$ cat src/rtl/adc_seq_pkg.sv
package adc_seq_pkg;

    localparam int CFG_W   = 16;
    localparam int MODE_LO = 12;
    localparam int MODE_W  = 4;
    localparam int NLOG_LO = 5;
    localparam int NLOG_W  = 3;

    typedef enum logic [1:0] {
        RUN_QUIET  = 2'd0,
        RUN_SWEEP  = 2'd1,
        RUN_SINGLE = 2'd2,
        RUN_LOOP   = 2'd3
    } run_e;

    typedef enum logic [1:0] {
        ST_IDLE   = 2'd0,
        ST_SAMPLE = 2'd1,
        ST_WRITE  = 2'd2
    } st_e;

    function automatic logic is_adc_mode(input logic [MODE_W-1:0] m);
        return (m == 4'd7) || (m == 4'd8) || (m == 4'd9);
    endfunction

endpackage

$ cat src/rtl/port_scan.sv
module port_scan #(
    parameter int NPORT = 20,
    parameter int IDXW  = 5
) (
    input  logic [NPORT-1:0] mask,
    input  logic [IDXW:0]    start,
    output logic             hit_up,
    output logic [IDXW-1:0]  idx_up,
    output logic             hit_any,
    output logic [IDXW-1:0]  idx_any
);
    // descending walk so the lowest qualifying index wins
    always_comb begin
        hit_up  = 1'b0;
        idx_up  = '0;
        hit_any = 1'b0;
        idx_any = '0;
        for (int i = NPORT - 1; i >= 0; i--) begin
            if (mask[i]) begin
                hit_any = 1'b1;
                idx_any = IDXW'(i);
                if ((IDXW+1)'(i) >= start) begin
                    hit_up = 1'b1;
                    idx_up = IDXW'(i);
                end
            end
        end
    end
endmodule

$ cat src/rtl/sample_avg.sv
module sample_avg #(
    parameter int SW     = 12,
    parameter int MAXLOG = 7,
    parameter int NLW    = 3
) (
    input  logic           clk,
    input  logic           rst_n,
    input  logic           clr,
    input  logic           add,
    input  logic [SW-1:0]  sample,
    input  logic [NLW-1:0] nlog,
    output logic           last,
    output logic [SW-1:0]  mean
);
    localparam int SUMW = SW + MAXLOG;

    logic [SUMW-1:0]   acc;
    logic [MAXLOG-1:0] cnt;
    logic [MAXLOG:0]   lim;

    assign lim  = ((MAXLOG+1)'(1) << nlog) - (MAXLOG+1)'(1);
    assign last = (cnt == lim[MAXLOG-1:0]);
    assign mean = SW'(acc >> nlog);

    always_ff @(posedge clk or negedge rst_n) begin
        if (!rst_n) begin
            acc <= '0;
            cnt <= '0;
        end else if (clr) begin
            acc <= '0;
            cnt <= '0;
        end else if (add) begin
            acc <= acc + SUMW'(sample);
            cnt <= cnt + 1'b1;
        end
    end
endmodule

$ cat src/rtl/adc_sweep_seq.sv
module adc_sweep_seq
    import adc_seq_pkg::*;
#(
    parameter int NPORT  = 20,
    parameter int SW     = 12,
    parameter int MAXLOG = 7
) (
    input  logic                   clk,
    input  logic                   rst_n,
    input  logic [1:0]             ctl_mode,
    input  logic                   cnv_start,
    input  logic [NPORT*CFG_W-1:0] port_cfg,
    output logic                   adc_req,
    output logic [$clog2(NPORT)-1:0] adc_chan,
    input  logic                   adc_ack,
    input  logic [SW-1:0]          adc_sample,
    output logic                   res_we,
    output logic [$clog2(NPORT)-1:0] res_idx,
    output logic [SW-1:0]          res_data,
    output logic                   busy
);
    localparam int IDXW = $clog2(NPORT);

    st_e                state, nxt;
    run_e               ctl, run_q;
    logic [IDXW-1:0]    cur_q, sc_ptr, load_idx;
    logic [NLOG_W-1:0]  nlog_q;
    logic               load, trig;
    logic [NPORT-1:0]   adc_mask;
    logic [IDXW:0]      scan_from;
    logic               hit_up, hit_any, last;
    logic [IDXW-1:0]    idx_up, idx_any;
    logic [SW-1:0]      mean;

    assign ctl = run_e'(ctl_mode);

    for (genvar g = 0; g < NPORT; g++) begin : g_mask
        assign adc_mask[g] = is_adc_mode(port_cfg[g*CFG_W + MODE_LO +: MODE_W]);
    end

    always_comb begin
        if (state == ST_WRITE)
            scan_from = {1'b0, cur_q} + 1'b1;
        else if (ctl == RUN_SINGLE)
            scan_from = {1'b0, sc_ptr};
        else
            scan_from = '0;
    end

    port_scan #(.NPORT(NPORT), .IDXW(IDXW)) u_scan (
        .mask    (adc_mask),
        .start   (scan_from),
        .hit_up  (hit_up),
        .idx_up  (idx_up),
        .hit_any (hit_any),
        .idx_any (idx_any)
    );

    sample_avg #(.SW(SW), .MAXLOG(MAXLOG), .NLW(NLOG_W)) u_avg (
        .clk    (clk),
        .rst_n  (rst_n),
        .clr    (load),
        .add    (state == ST_SAMPLE && adc_ack),
        .sample (adc_sample),
        .nlog   (nlog_q),
        .last   (last),
        .mean   (mean)
    );

    assign trig = (ctl == RUN_LOOP) ||
                  (cnv_start && (ctl == RUN_SWEEP || ctl == RUN_SINGLE));

    // next state and port load decision
    always_comb begin
        nxt      = state;
        load     = 1'b0;
        load_idx = hit_up ? idx_up : idx_any;
        unique case (state)
            ST_IDLE: begin
                if (trig && hit_any) begin
                    nxt  = ST_SAMPLE;
                    load = 1'b1;
                end
            end
            ST_SAMPLE: begin
                if (adc_ack && last)
                    nxt = ST_WRITE;
            end
            ST_WRITE: begin
                nxt = ST_IDLE;
                if (run_q == RUN_SWEEP && hit_up) begin
                    nxt  = ST_SAMPLE;
                    load = 1'b1;
                end else if (run_q == RUN_LOOP && ctl == RUN_LOOP && hit_any) begin
                    nxt  = ST_SAMPLE;
                    load = 1'b1;
                end
            end
            default: nxt = ST_IDLE;
        endcase
    end

    // state register
    always_ff @(posedge clk or negedge rst_n) begin
        if (!rst_n) begin
            state  <= ST_IDLE;
            cur_q  <= '0;
            nlog_q <= '0;
            run_q  <= RUN_QUIET;
            sc_ptr <= '0;
        end else begin
            state <= nxt;
            if (load) begin
                cur_q  <= load_idx;
                nlog_q <= port_cfg[load_idx*CFG_W + NLOG_LO +: NLOG_W];
            end
            if (state == ST_IDLE && load)
                run_q <= ctl;
            if (ctl != RUN_SINGLE)
                sc_ptr <= '0;
            else if (state == ST_WRITE && run_q == RUN_SINGLE)
                sc_ptr <= (cur_q == IDXW'(NPORT - 1)) ? '0 : cur_q + 1'b1;
        end
    end

    // outputs
    always_comb begin
        busy     = (state != ST_IDLE);
        adc_req  = (state == ST_SAMPLE);
        adc_chan = cur_q;
        res_we   = (state == ST_WRITE);
        res_idx  = cur_q;
        res_data = mean;
    end
endmodule

$ cat config.mk
export PLATFORM = sky130hd
export DESIGN_NAME = adc_sweep_seq
export DESIGN_NICKNAME = d
export VERILOG_FILES = /design/src/rtl/adc_seq_pkg.sv /design/src/rtl/port_scan.sv /design/src/rtl/sample_avg.sv /design/src/rtl/adc_sweep_seq.sv
export SDC_FILE = /design/constraint.sdc
export NUM_CORES = 1
export LEC_CHECK = 0
export BUFFER_PORTS_ARGS = -buffer_cell sky130_fd_sc_hd__buf_2
export CORE_AREA = 2 2 139 141
export DETAILED_ROUTE_END_ITERATION = 6
export DIE_AREA = 0 0 141 143
export PLACE_DENSITY_LB_ADDON = 0.12
export SLEW_MARGIN = 20
export SYNTH_ARGS = -nofsm -noshare
export SYNTH_HDL_FRONTEND = slang
export SYNTH_SLANG_ARGS = --single-unit
$ cat constraint.sdc
create_clock -name clk -period 6.7 [get_ports clk]
set_input_delay 2.01 -clock clk [delete_from_list [all_inputs] [get_ports clk]]
set_output_delay 2.01 -clock clk [all_outputs]
set_load 0.05 [all_outputs]
# Word level (Yosys, flattened, before mapping)
# Index checks and enable logic that the tools add are counted.
# word_totals
reg_bits,43
latch_bits,0
ram_bits,0
rom_bits,0
inputBits,338
wordCells,304
n_memories,0
# classes
add_sub_neg,6
multipliers,0
div_mod_pow,0
n_lt_le_gt_ge,20
eq_ne,73
shift,3
mux,139
bitwise_logic,0
reduce_logical,56
# op_table
op,count
5-bit 2-to-1 mux,65
320-bit by 11-bit indexed part select with 3-bit output,1
4-bit equality test (second input constant),40
4-bit by 3-bit equality test with 1-bit output (second input constant),20
1-bit 2-to-1 mux,65
4-bit by 6-bit >= comparator with 1-bit output (first input constant),8
1-bit logical OR,42
19-bit 2-to-1 mux,2
3-bit by 6-bit >= comparator with 1-bit output (first input constant),4
5-bit by 6-bit >= comparator with 1-bit output (first input constant),4
19-bit by 12-bit adder with 19-bit output,1
19-bit by 3-bit >> shifter with 12-bit output,1
7-bit 2-to-1 mux,2
1-bit by 6-bit >= comparator with 1-bit output (first input constant),2
2-bit by 6-bit >= comparator with 1-bit output (first input constant),2
9-bit by 3-bit adder with 10-bit output (second input constant),1
2-bit equality test (second input constant),5
1-bit logical AND,9
7-bit by 1-bit adder with 7-bit output (second input constant),1
7-bit equality test,1
1-bit by 3-bit << shifter with 7-bit output (first input constant),1
7-bit by 2-bit subtractor with 7-bit output (second input constant),1
5-bit by 1-bit adder with 6-bit output (second input constant),1
2-bit by 1-bit equality test with 1-bit output (second input constant),3
other kinds (11),15

# Longest topological paths before layout
# Gate-level depths: netlist (run 1).
# logic_depth
depth_word,48
mapped_depth,17
ltp_nobuf,13

# By module
# From an unflattened synthesis (run 1), not the netlist that was laid out.
# unflattened
hier_cells,727
hier_area_um2,5474.0
# modules_own_cells
module,instances,cells_each,area_each_um2,seq_area_each_um2
sample_avg,1,282,2364.8,650.6
adc_sweep_seq,1,300,2223.4,425.4
port_scan,1,145,885.8,0.0

# Worst setup path before layout (run 1)
# No wires, ideal clock.
# synth_path
path_type,input-to-reg
start,input ctl_mode[0]
end,register nlog_q[1]
setup_time_ns,0.132
t_arrival_ns,4.730
required_ns,6.568
slack_ns,1.838
path_stages,16
n_path_buf,3
path_cell_list,inv_1 ha_1 buf_2 nand2_1 mux2_1 nor2_1 a21oi_1 o41ai_4 nand4b_4 or3b_1 buf_2 buf_6 nand3_1 nand3_1 a32oi_1 o211ai_2
# synth_between
elab_chain_len,47
# synth_rtl
element,line_no,text
"start, declared",adc_sweep_seq.sv:10,"input logic [1:0] ctl_mode,"
2-bit equality test,"adc_sweep_seq.sv:44, adc_sweep_seq.sv:71",
5-bit 2-to-1 mux,adc_sweep_seq.sv:44,else if (ctl == RUN_SINGLE)
6-bit 2-to-1 mux,adc_sweep_seq.sv:42,if (state == ST_WRITE)
5-bit by 6-bit >= comparator with 1-bit output,port_scan.sv:22,if ((IDXW+1)'(i) >= start) begin
5-bit 2-to-1 mux / 1-bit 2-to-1 mux (equally long branches),port_scan.sv:22,
5-bit 2-to-1 mux / 1-bit 2-to-1 mux (equally long branches),port_scan.sv:19,if (mask[i]) begin
5-bit 2-to-1 mux / 1-bit 2-to-1 mux (equally long branches),port_scan.sv:22,
5-bit 2-to-1 mux / 1-bit 2-to-1 mux (equally long branches),port_scan.sv:19,
[31 not listed],-,
5-bit 2-to-1 mux / 1-bit 2-to-1 mux (equally long branches),port_scan.sv:19,
5-bit 2-to-1 mux / 1-bit 2-to-1 mux (equally long branches),port_scan.sv:22,
5-bit 2-to-1 mux / 1-bit 2-to-1 mux (equally long branches),port_scan.sv:19,
5-bit 2-to-1 mux / 1-bit 2-to-1 mux (equally long branches),port_scan.sv:22,
5-bit 2-to-1 mux / 1-bit 2-to-1 mux (equally long branches),port_scan.sv:19,
5-bit 2-to-1 mux / 1-bit logical AND (equally long branches),"adc_sweep_seq.sv:77, adc_sweep_seq.sv:91",
9-bit by 3-bit adder with 10-bit output / 1-bit 2-to-1 mux (equally long branches),"adc_sweep_seq.sv:115, adc_sweep_seq.sv:91",
320-bit by 11-bit indexed part select with 3-bit output / 1-bit case mux with 2 select lines (equally long branches),"adc_sweep_seq.sv:115, adc_sweep_seq.sv:78",
"end signal, assigned",adc_sweep_seq.sv:115,nlog_q <= port_cfg[load_idx*CFG_W + NLOG_LO +: NLOG_W];
"end, declared",adc_sweep_seq.sv:27,logic [NLOG_W-1:0] nlog_q;
# Parallel ways exist; a longest one is shown, timed or not.
# A chain may end at the register's enable or synchronous reset.

# Final worst setup path (run 1)
# layout_path
start,input ctl_mode[0]
end,register nlog_q[2]
# Same word-level chain as after synthesis.

==> results of run 1 <==
per-stage QoR:
step	power [mW]	setup slack (ps)	hold WS, ps
after floorplan	1.66	1840	450
after global placement	2.03	756	478
after detailed placement	2.03	786	481
after CTS	2.36	1080	498
after global routing	2.54	775	556
final	2.34	1080	496
synth_stat cells, types with 16 or more instances:
master    count  share of area
nand3_1      49          0.046
nor2_1       47          0.033
nand2_1      64          0.045
inv_1        19          0.013
dfrtp_1      43           0.20
mux2i_1      22          0.041
o21ai_0      65          0.060
a31oi_1      19          0.022
a21oi_1      58          0.054
xnor2_1      16          0.026
ha_1         17          0.040
clkbuf_1     18          0.013
cell usage in the layout, fill, tap and decap left out, types with 12 or more instances in the layout:
cell	n
buf_2	182
nand2_1	64
a31oi_1	19
mux2i_1	22
nor2b_1	13
inv_1	19
ha_1	17
o211ai_1	12
nand3_1	49
a21oi_1	58
nor3b_1	14
nor3_1	14
dfrtp_1	43
nand2b_1	14
nor2_1	47
o21ai_0	65
xnor2_1	16
area by class of cell:
type                            count  share of cell area
Multi-Input combinational cell    603               0.604
Sequential cell                    43               0.163
Timing Repair Buffer              191               0.148
Tap cell                          234              0.0443
Clock buffer                        6              0.0195
Inverter                           22              0.0129
Clock inverter                      2             0.00908
worst max-delay path by stage:
stage,from,end,slack [ps],cells after the start
after floorplan,ctl_mode[0],nlog_q[1],1840,16
after global placement,ctl_mode[0],nlog_q[2],760,14
after detailed placement,ctl_mode[0],nlog_q[2],790,14
after CTS,ctl_mode[0],nlog_q[2],1080,14
after global routing,ctl_mode[0],nlog_q[2],770,14
final,ctl_mode[0],nlog_q[2],1080,14
logic make-up (layout without fill, tap and decap cells):
kind of cell,Yosys count,count (layout),synth area share
and+or+nand+nor,279,279,0.280
AOI/OAI and AO/OA,244,244,0.297
buffers and inverters,60,221,0.0577
DFF,43,43,0.200
muxes,39,39,0.0847
xor gates and xnor gates,23,23,0.0375
adders and majority gates,18,18,0.0433
power by group through the flow:
stage	Sequential, mW	Combinational [mW]	Clock, mW
2_1_floorplan	0.463	1.20	0
3_3_place_gp	0.482	1.55	0
3_5_place_dp	0.481	1.55	0
4_1_cts	0.476	1.56	0.327
5_1_grt	0.497	1.70	0.338
6_report	0.476	1.55	0.320
worst reg2reg max path: stages, from the launching register on:
cell and delay, ps:
dfrtp_1 450, nand2b_1 730, mux2i_2 520, o32ai_1 210, and2_1 220, o31ai_2 450, nand4b_4 240, or3b_1 760
nand3_1 220, nand3_1 110, a32oi_1 300, o211ai_2 130
flip-flops by register name, summed over array words and instances, names as in the netlist:
| signal | cells |
|---|---|
| u_avg.cnt | 7 |
| state | 2 |
| sc_ptr | 5 |
| nlog_q | 3 |
| adc_chan | 5 |
| run_q | 2 |
| u_avg.acc | 19 |
layer usage:
layer  part of all wire  vias up  global-route usage
met2               0.43      171               0.286
met5            0.00060        -                   0
met4             0.0059        2              0.0226
met1               0.50     2693               0.267
met3              0.067       12              0.0409
li1                   -     2971                   -
==> impl_metrics.csv, run 1 <==
group,metric,value,unit
status,outcome,"complete, no violations",
finish,layout.area.seq,1080,um^2
clocking,total_setup_buffers_inserted_after_cts,0,
synth,netlist-cell-type-count,83,
clocking,postCtsHoldBufs,0,
power_and_ir_drop,ir_drop,0.516,mV
finish,final-instance-count-excl-fill,1101,
critical_path,reg2reg_from,"state[0]",
finish,number_of_antenna_cells_inserted,0,
worst_hold_path,sink_of_the_worst_hold_path,"sc_ptr[0]",
floorplan,placeableCoreArea,18600,um^2
critical_path,worst-r2r-cell-count,11,
floorplan,fp.dieW,141,um
global_route,maximum_number_of_pins_on_one_net_before_global_route_repair,44,
placed_design,portBuffers,182,
placed_design,finalWeightedCongestion,0.881,
timing,period_needed,5620,ps
critical_path,register_to_register_setup_slack,2230,ps
critical_path,crit_buf_inv,2,
finish,multi_input_comb_area,3990,um^2
critical_path,path_common_cell,"nand3_1",
detailed_routing,vias_per_cell,5.31,
critical_path,cp.arrival,5780,ps
detailed_routing,detail_route.wl_per_cell,16.7,um
critical_path,cp-start-kind,"input port",
global_route,global_route.usage.total,0.184,
power_and_ir_drop,clockPowerShare,0.137,
timing,tightest_slew,1010,ps
floorplan,floorplan.io_pins,363,
detailed_routing,wirelength,18400,um
finish,finish.net_count,1222,
synth,synth_enable_flop_cells,0,
floorplan,initial_utilization,0.289,
synth,syn_inst,706,
timing,min_period_over_period,0.838,
clocking,cts_tree,"done",
critical_path,critical-path-slowest-cell,"or3b_1",
finish,layout-drive-gt1-share,0.272,
floorplan,rows,50,
timing,fin_worst_skew,5.76,ps
placed_design,placed_instance_area,6420,um^2
worst_hold_path,min-delay-path-class,"register to register",
critical_path,worst_path_largest_cell_delay,760,ps
critical_path,cpLargestDelayFamily,"simple AND/OR/NAND/NOR gates",
finish,fin_area,6610,um^2
synth,yosysSeqAreaShare,0.200,
clocking,root_buffer,"clkbuf_16",
finish,area_growth_syn_to_layout,23.0,%
power_and_ir_drop,power.density_cell_area,354,nW/um^2
timing,timing.max_slew.rel_slack,0.323,
detailed_routing,route.detailed.drc,0,
detailed_routing,drtAntennaViolNets,0,
synth,syn_nets,1062,
timing,grt_setup_unrepaired,"no",
power_and_ir_drop,power.switching_fraction,0.534,
job,max-cap-violations,0,
critical_path,timing.critical_path.cells,"buf_2, inv_1, ha_1, nand2_1, mux2i_2, o32ai_1, and2_1, o31ai_2, nand4b_4, or3b_1, nand3_1, nand3_1, a32oi_1, o211ai_2",
critical_path,critical_path_peak_fanout,24,
synth,synth.avg_cell_area,7.62,um^2
placed_design,post-dp-hpwl,15000,um
global_route,first_global_vias,5641,
finish,number_of_fillers_in_the_final_layout,2000,
synth,asyncSetResetFlopFracSynth,1.00,
clocking,htree_num_levels,2,
synth,synth.yosys.warnings,0,
timing,timing.final.max_slew_violations,0,
floorplan,die_area,20200,um^2
timing,setup_total_negative_slack,0,ps
global_route,antenna_violations_before_repair,1,
detailed_routing,detail_route.iter0.violations,339,
timing,timing.final.hold_violations,0,
power_and_ir_drop,total_leakage_power,3.01,nW
critical_path,worst_setup_path_end_kind,"register",
worst_hold_path,hold_path.startpoint,"sc_ptr[0]",
global_route,global_route.overflow_total,0,
synth,post_synthesis_instance_area,5380,um^2
global_route,grt_first_pass_wirelength,29700,um
power_and_ir_drop,cell_int_power,1.09,mW
placed_design,dp_cells,1093,
power_and_ir_drop,sequential_group_share_of_total_power,0.203,
critical_path,setup_crit_path_kind,"input port to register",
detailed_routing,dr.pass1.iters,4,
critical_path,cp_data_required_time,6860,ps
clocking,clkSlewWorstSetupHoldPaths,60,ps
synth,synth_seq_cells,43,
critical_path,r2r_end,"nlog_q[2]",
power_and_ir_drop,power.net_switching,1.25,mW
timing,max_clock_freq,178,MHz
floorplan,die_height,143,um
power_and_ir_drop,pwr-share-comb,0.660,
clocking,tritoncts_num_sinks,43,
synth,yosys_most_used_dff,"dfrtp_1",
clocking,clock_tree.buffer_depth,2,
detailed_routing,via_count,5849,
finish,final_util,0.356,
timing,final-setup-viol-count,0,
worst_hold_path,holdPathStages,2,
clocking,cts-buffers-inserted,5,
clocking,ctsResizeCount,0,
clocking,clock_latency,290,ps
Power figures use the tool's default switching activity.
==> run 2, diff against run 1 <==
--- a/config.mk
+++ b/config.mk
@@ -5,10 +5,11 @@
 export SDC_FILE = /design/constraint.sdc
 export NUM_CORES = 1
 export LEC_CHECK = 0
+export ABC_AREA = 1
 export BUFFER_PORTS_ARGS = -buffer_cell sky130_fd_sc_hd__buf_2
-export CORE_AREA = 2 2 139 141
+export CORE_AREA = 2 2 142 144
 export DETAILED_ROUTE_END_ITERATION = 6
-export DIE_AREA = 0 0 141 143
+export DIE_AREA = 0 0 144 146
 export PLACE_DENSITY_LB_ADDON = 0.12
 export SLEW_MARGIN = 20
 export SYNTH_ARGS = -nofsm -noshare
==> constraint.sdc (replaced) <==
create_clock -name clk -period 4.9 [get_ports clk]
set_input_delay 1.47 -clock clk [delete_from_list [all_inputs] [get_ports clk]]
set_output_delay 1.47 -clock clk [all_outputs]
set_load 0.05 [all_outputs]
==> run 2 against run 1 <==
Sequential share of layout area increased by 0.40 points. Global-route usage decreased by 2.1 points. Combinational power increased by 33%. Sequential power increased by 41%. Setup slack got worse by 670 ps. Non-clock buffer count increased by 4. Via count decreased by 1.1%. Clock skew decreased by 0.61 ps. Total power increased by 30%. Clock power about the same. Critical endpoint is now nlog_q[0]. Flip-flop and latch count unchanged. Wire length decreased by 6.7%.
==> impl_metrics.csv, run 2 <==
group,metric,value,unit
status,outcome,"complete, no violations",
synth,combinational_family_with_the_most_area_after_synthesis,"simple AND/OR/NAND/NOR gates",
timing,period_needed,4490,ps
synth,asyncSetResetFlopFracSynth,1.00,
timing,setup_total_negative_slack,0,ps
clocking,htree_num_levels,2,
finish,finish.net_count,1361,
critical_path,cp_data_required_time,5120,ps
clocking,cts-buffers-inserted,5,
critical_path,r2r_end,"nlog_q[0]",
timing,timing.final.hold_violations,0,
synth,yosys_top_cell_area_share,0.210,
placed_design,finalWeightedCongestion,0.809,
power_and_ir_drop,pwr-share-comb,0.675,
synth,synth.yosys.warnings,0,
power_and_ir_drop,clockPowerShare,0.104,
clocking,clock_tree.buffer_depth,2,
finish,final_common_cell,"nand2_1",
critical_path,reg2reg_from,"adc_chan[0]",
synth,synth_enable_flop_cells,0,
floorplan,initial_utilization,0.265,
worst_hold_path,min-delay-path-class,"register to register",
global_route,grt_first_pass_wirelength,27400,um
synth,synth_top_cells_by_area,"dfrtp_1 (21%), nand2_1 (15%), inv_1 (10%)",
timing,final-setup-viol-count,0,
timing,max_clock_freq,223,MHz
critical_path,worstSetupStartpoint,"ctl_mode[0]",
critical_path,crit_path_end,"nlog_q[0]",
synth,yosysSeqAreaShare,0.210,
floorplan,die_height,146,um
synth,synthDominantAreaCellType,"dfrtp_1",
finish,largest-register,"u_avg.acc",
synth,post_synthesis_instance_area,5130,um^2
finish,layout-drive-gt1-share,0.241,
clocking,cts_tree,"done",
critical_path,worst_setup_path_end_kind,"register",
power_and_ir_drop,cell_int_power,1.29,mW
placed_design,portBuffers,182,
global_route,global_route.overflow_total,0,
detailed_routing,drtAntennaViolNets,0,
global_route,maximum_number_of_pins_on_one_net_before_global_route_repair,44,
power_and_ir_drop,power.density_cell_area,472,nW/um^2
power_and_ir_drop,power.switching_fraction,0.576,
global_route,antenna_violations_before_repair,0,
finish,mostFrequentLayoutCells,"nand2_1 (205), buf_2 (181), inv_1 (143), nand3_1 (94), nor2_1 (55)",
synth,synthMuxAreaShare,0.0120,
critical_path,critical-path-slowest-cell,"inv_1",
floorplan,floorplan.io_pins,363,
clocking,ctsResizeCount,0,
synth,synth.most_common_cell,"nand2_1",
synth,synth_simple_gate_area_share,0.382,
critical_path,worst_path_largest_cell_delay,280,ps
critical_path,cp-start-kind,"input port",
timing,min_period_over_period,0.916,
floorplan,die_area,21000,um^2
synth,syn_nets,1189,
global_route,global_route.usage.total,0.163,
clocking,clock_latency,280,ps
finish,largest_register_ff_count,19,
timing,fin_worst_skew,5.16,ps
clocking,clkSlewWorstSetupHoldPaths,60,ps
critical_path,register_to_register_setup_slack,1300,ps
clocking,postCtsHoldBufs,0,
timing,grt_setup_unrepaired,"no",
clocking,tritoncts_num_sinks,43,
critical_path,critical_path_peak_fanout,32,
job,max-cap-violations,0,
detailed_routing,vias_per_cell,4.56,
power_and_ir_drop,power.net_switching,1.75,mW
placed_design,post-dp-hpwl,14100,um
floorplan,rows,51,
detailed_routing,via_count,5786,
critical_path,worst-r2r-cell-count,32,
synth,syn_inst,833,
detailed_routing,dr.pass1.iters,5,
timing,final.hold.worst_slack,506,ps
synth,synth.avg_cell_area,6.16,um^2
floorplan,placeableCoreArea,19300,um^2
clocking,root_buffer,"clkbuf_16",
timing,timing.max_slew.rel_slack,0.375,
synth,synth-compound-area-share,0.177,
critical_path,path_common_cell,"nand2_1",
synth,synthXorXnorAreaFrac,0.0290,
global_route,first_global_vias,5419,
timing,timing.final.max_slew_violations,0,
placed_design,placed_instance_area,6320,um^2
clocking,total_setup_buffers_inserted_after_cts,0,
finish,number_of_fillers_in_the_final_layout,2211,
floorplan,fp.dieW,144,um
timing,tightest_slew,938,ps
synth,netlist-cell-type-count,57,
synth,yosys_most_used_dff,"dfrtp_1",
power_and_ir_drop,ir_drop,0.416,mV
detailed_routing,wirelength,17200,um
critical_path,cp.arrival,4710,ps
synth,synth-adder-area-share,0.0454,
detailed_routing,route.detailed.drc,0,
synth,synth_seq_cells,43,
power_and_ir_drop,total_leakage_power,3.49,nW
finish,reg_top3,"u_avg.acc: 19 flops, u_avg.cnt: 7 flops",
power_and_ir_drop,sequential_group_share_of_total_power,0.221,
finish,area_growth_syn_to_layout,25.9,%
detailed_routing,detail_route.iter0.violations,232,
synth,synthTopCellsByCount,"nand2_1 (205), inv_1 (143), nand3_1 (94)",
critical_path,setup_crit_path_kind,"input port to register",
finish,fin_area,6450,um^2
detailed_routing,detail_route.wl_per_cell,13.5,um
-- run 2: how the worst min path moves through the flow --
stage             start  endpoint  slack (ps)  depth (start not counted)
2_1_floorplan  state[1]  state[1]         470                          1
3_3_place_gp   state[1]  state[1]         490                          1
3_5_place_dp   state[1]  state[1]         500                          1
4_1_cts        state[1]  state[1]         500                          1
5_1_grt        state[1]  state[1]         520                          1
6_report       state[1]  state[1]         510                          1
-- run 2: stage by stage --
| step | worst slack (ps) | utilization | total power [mW] | cells |
|---|---|---|---|---|
| final | 410 | 0.334 | 3.05 | 1270 |
| after detailed placement | 104 | 0.327 | 2.75 | 1263 |
| after global routing | 26.9 | 0.334 | 3.35 | 1269 |
| after CTS | 381 | 0.334 | 3.08 | 1269 |
| after global placement | 80.8 | 0.327 | 2.75 | 1263 |
| after floorplan | 867 | - | 2.22 | 833 |
-- run 2: per-layer routing --
metal,vias to the layer above,share of wire,wire (um),track usage
met5,-,0,0,0
met1,2543,0.50,8650,0.238
met3,8,0.053,918,0.0230
met4,0,0.0069,119,0.0221
li1,3084,-,-,-
met2,151,0.44,7510,0.260
-- run 2: final cells by class --
class	instances	area, um^2	share of cell area
antenna	1	2.50	0.000388
inverter	155	586	0.0907
timing repair buffer	195	1020	0.159
clock buffer	6	129	0.0200
tap	265	332	0.0514
sequential	43	1080	0.167
multi-input combinational	605	3310	0.512
-- run 2: worst max-delay path, delay by kind of cell --
kind                       cells  cell delay [ps]
and+or+nand+nor               13             1560
buffers and inverters          9              800
AOI/OAI and AO/OA              4              570
adders and majority gates      1              270
-- run 2: kinds of logic (layout without fill, tap and decap cells) --
family,count (synthesis),in the layout
other cells,0,1
flops,43,43
compound gates,144,144
mux,6,6
simple gates,420,420
buf+inv,185,356
fa+ha+maj,18,18
xor+xnor,17,17
-- run 2: power groups by stage --
stage          clock network, mW  logic, mW  registers, mW
5_1_grt                    0.341       2.30          0.708
4_1_cts                    0.329       2.08          0.674
3_3_place_gp                   0       2.07          0.683
2_1_floorplan                  0       1.59          0.634
3_5_place_dp                   0       2.07          0.679
6_report                   0.318       2.06          0.673
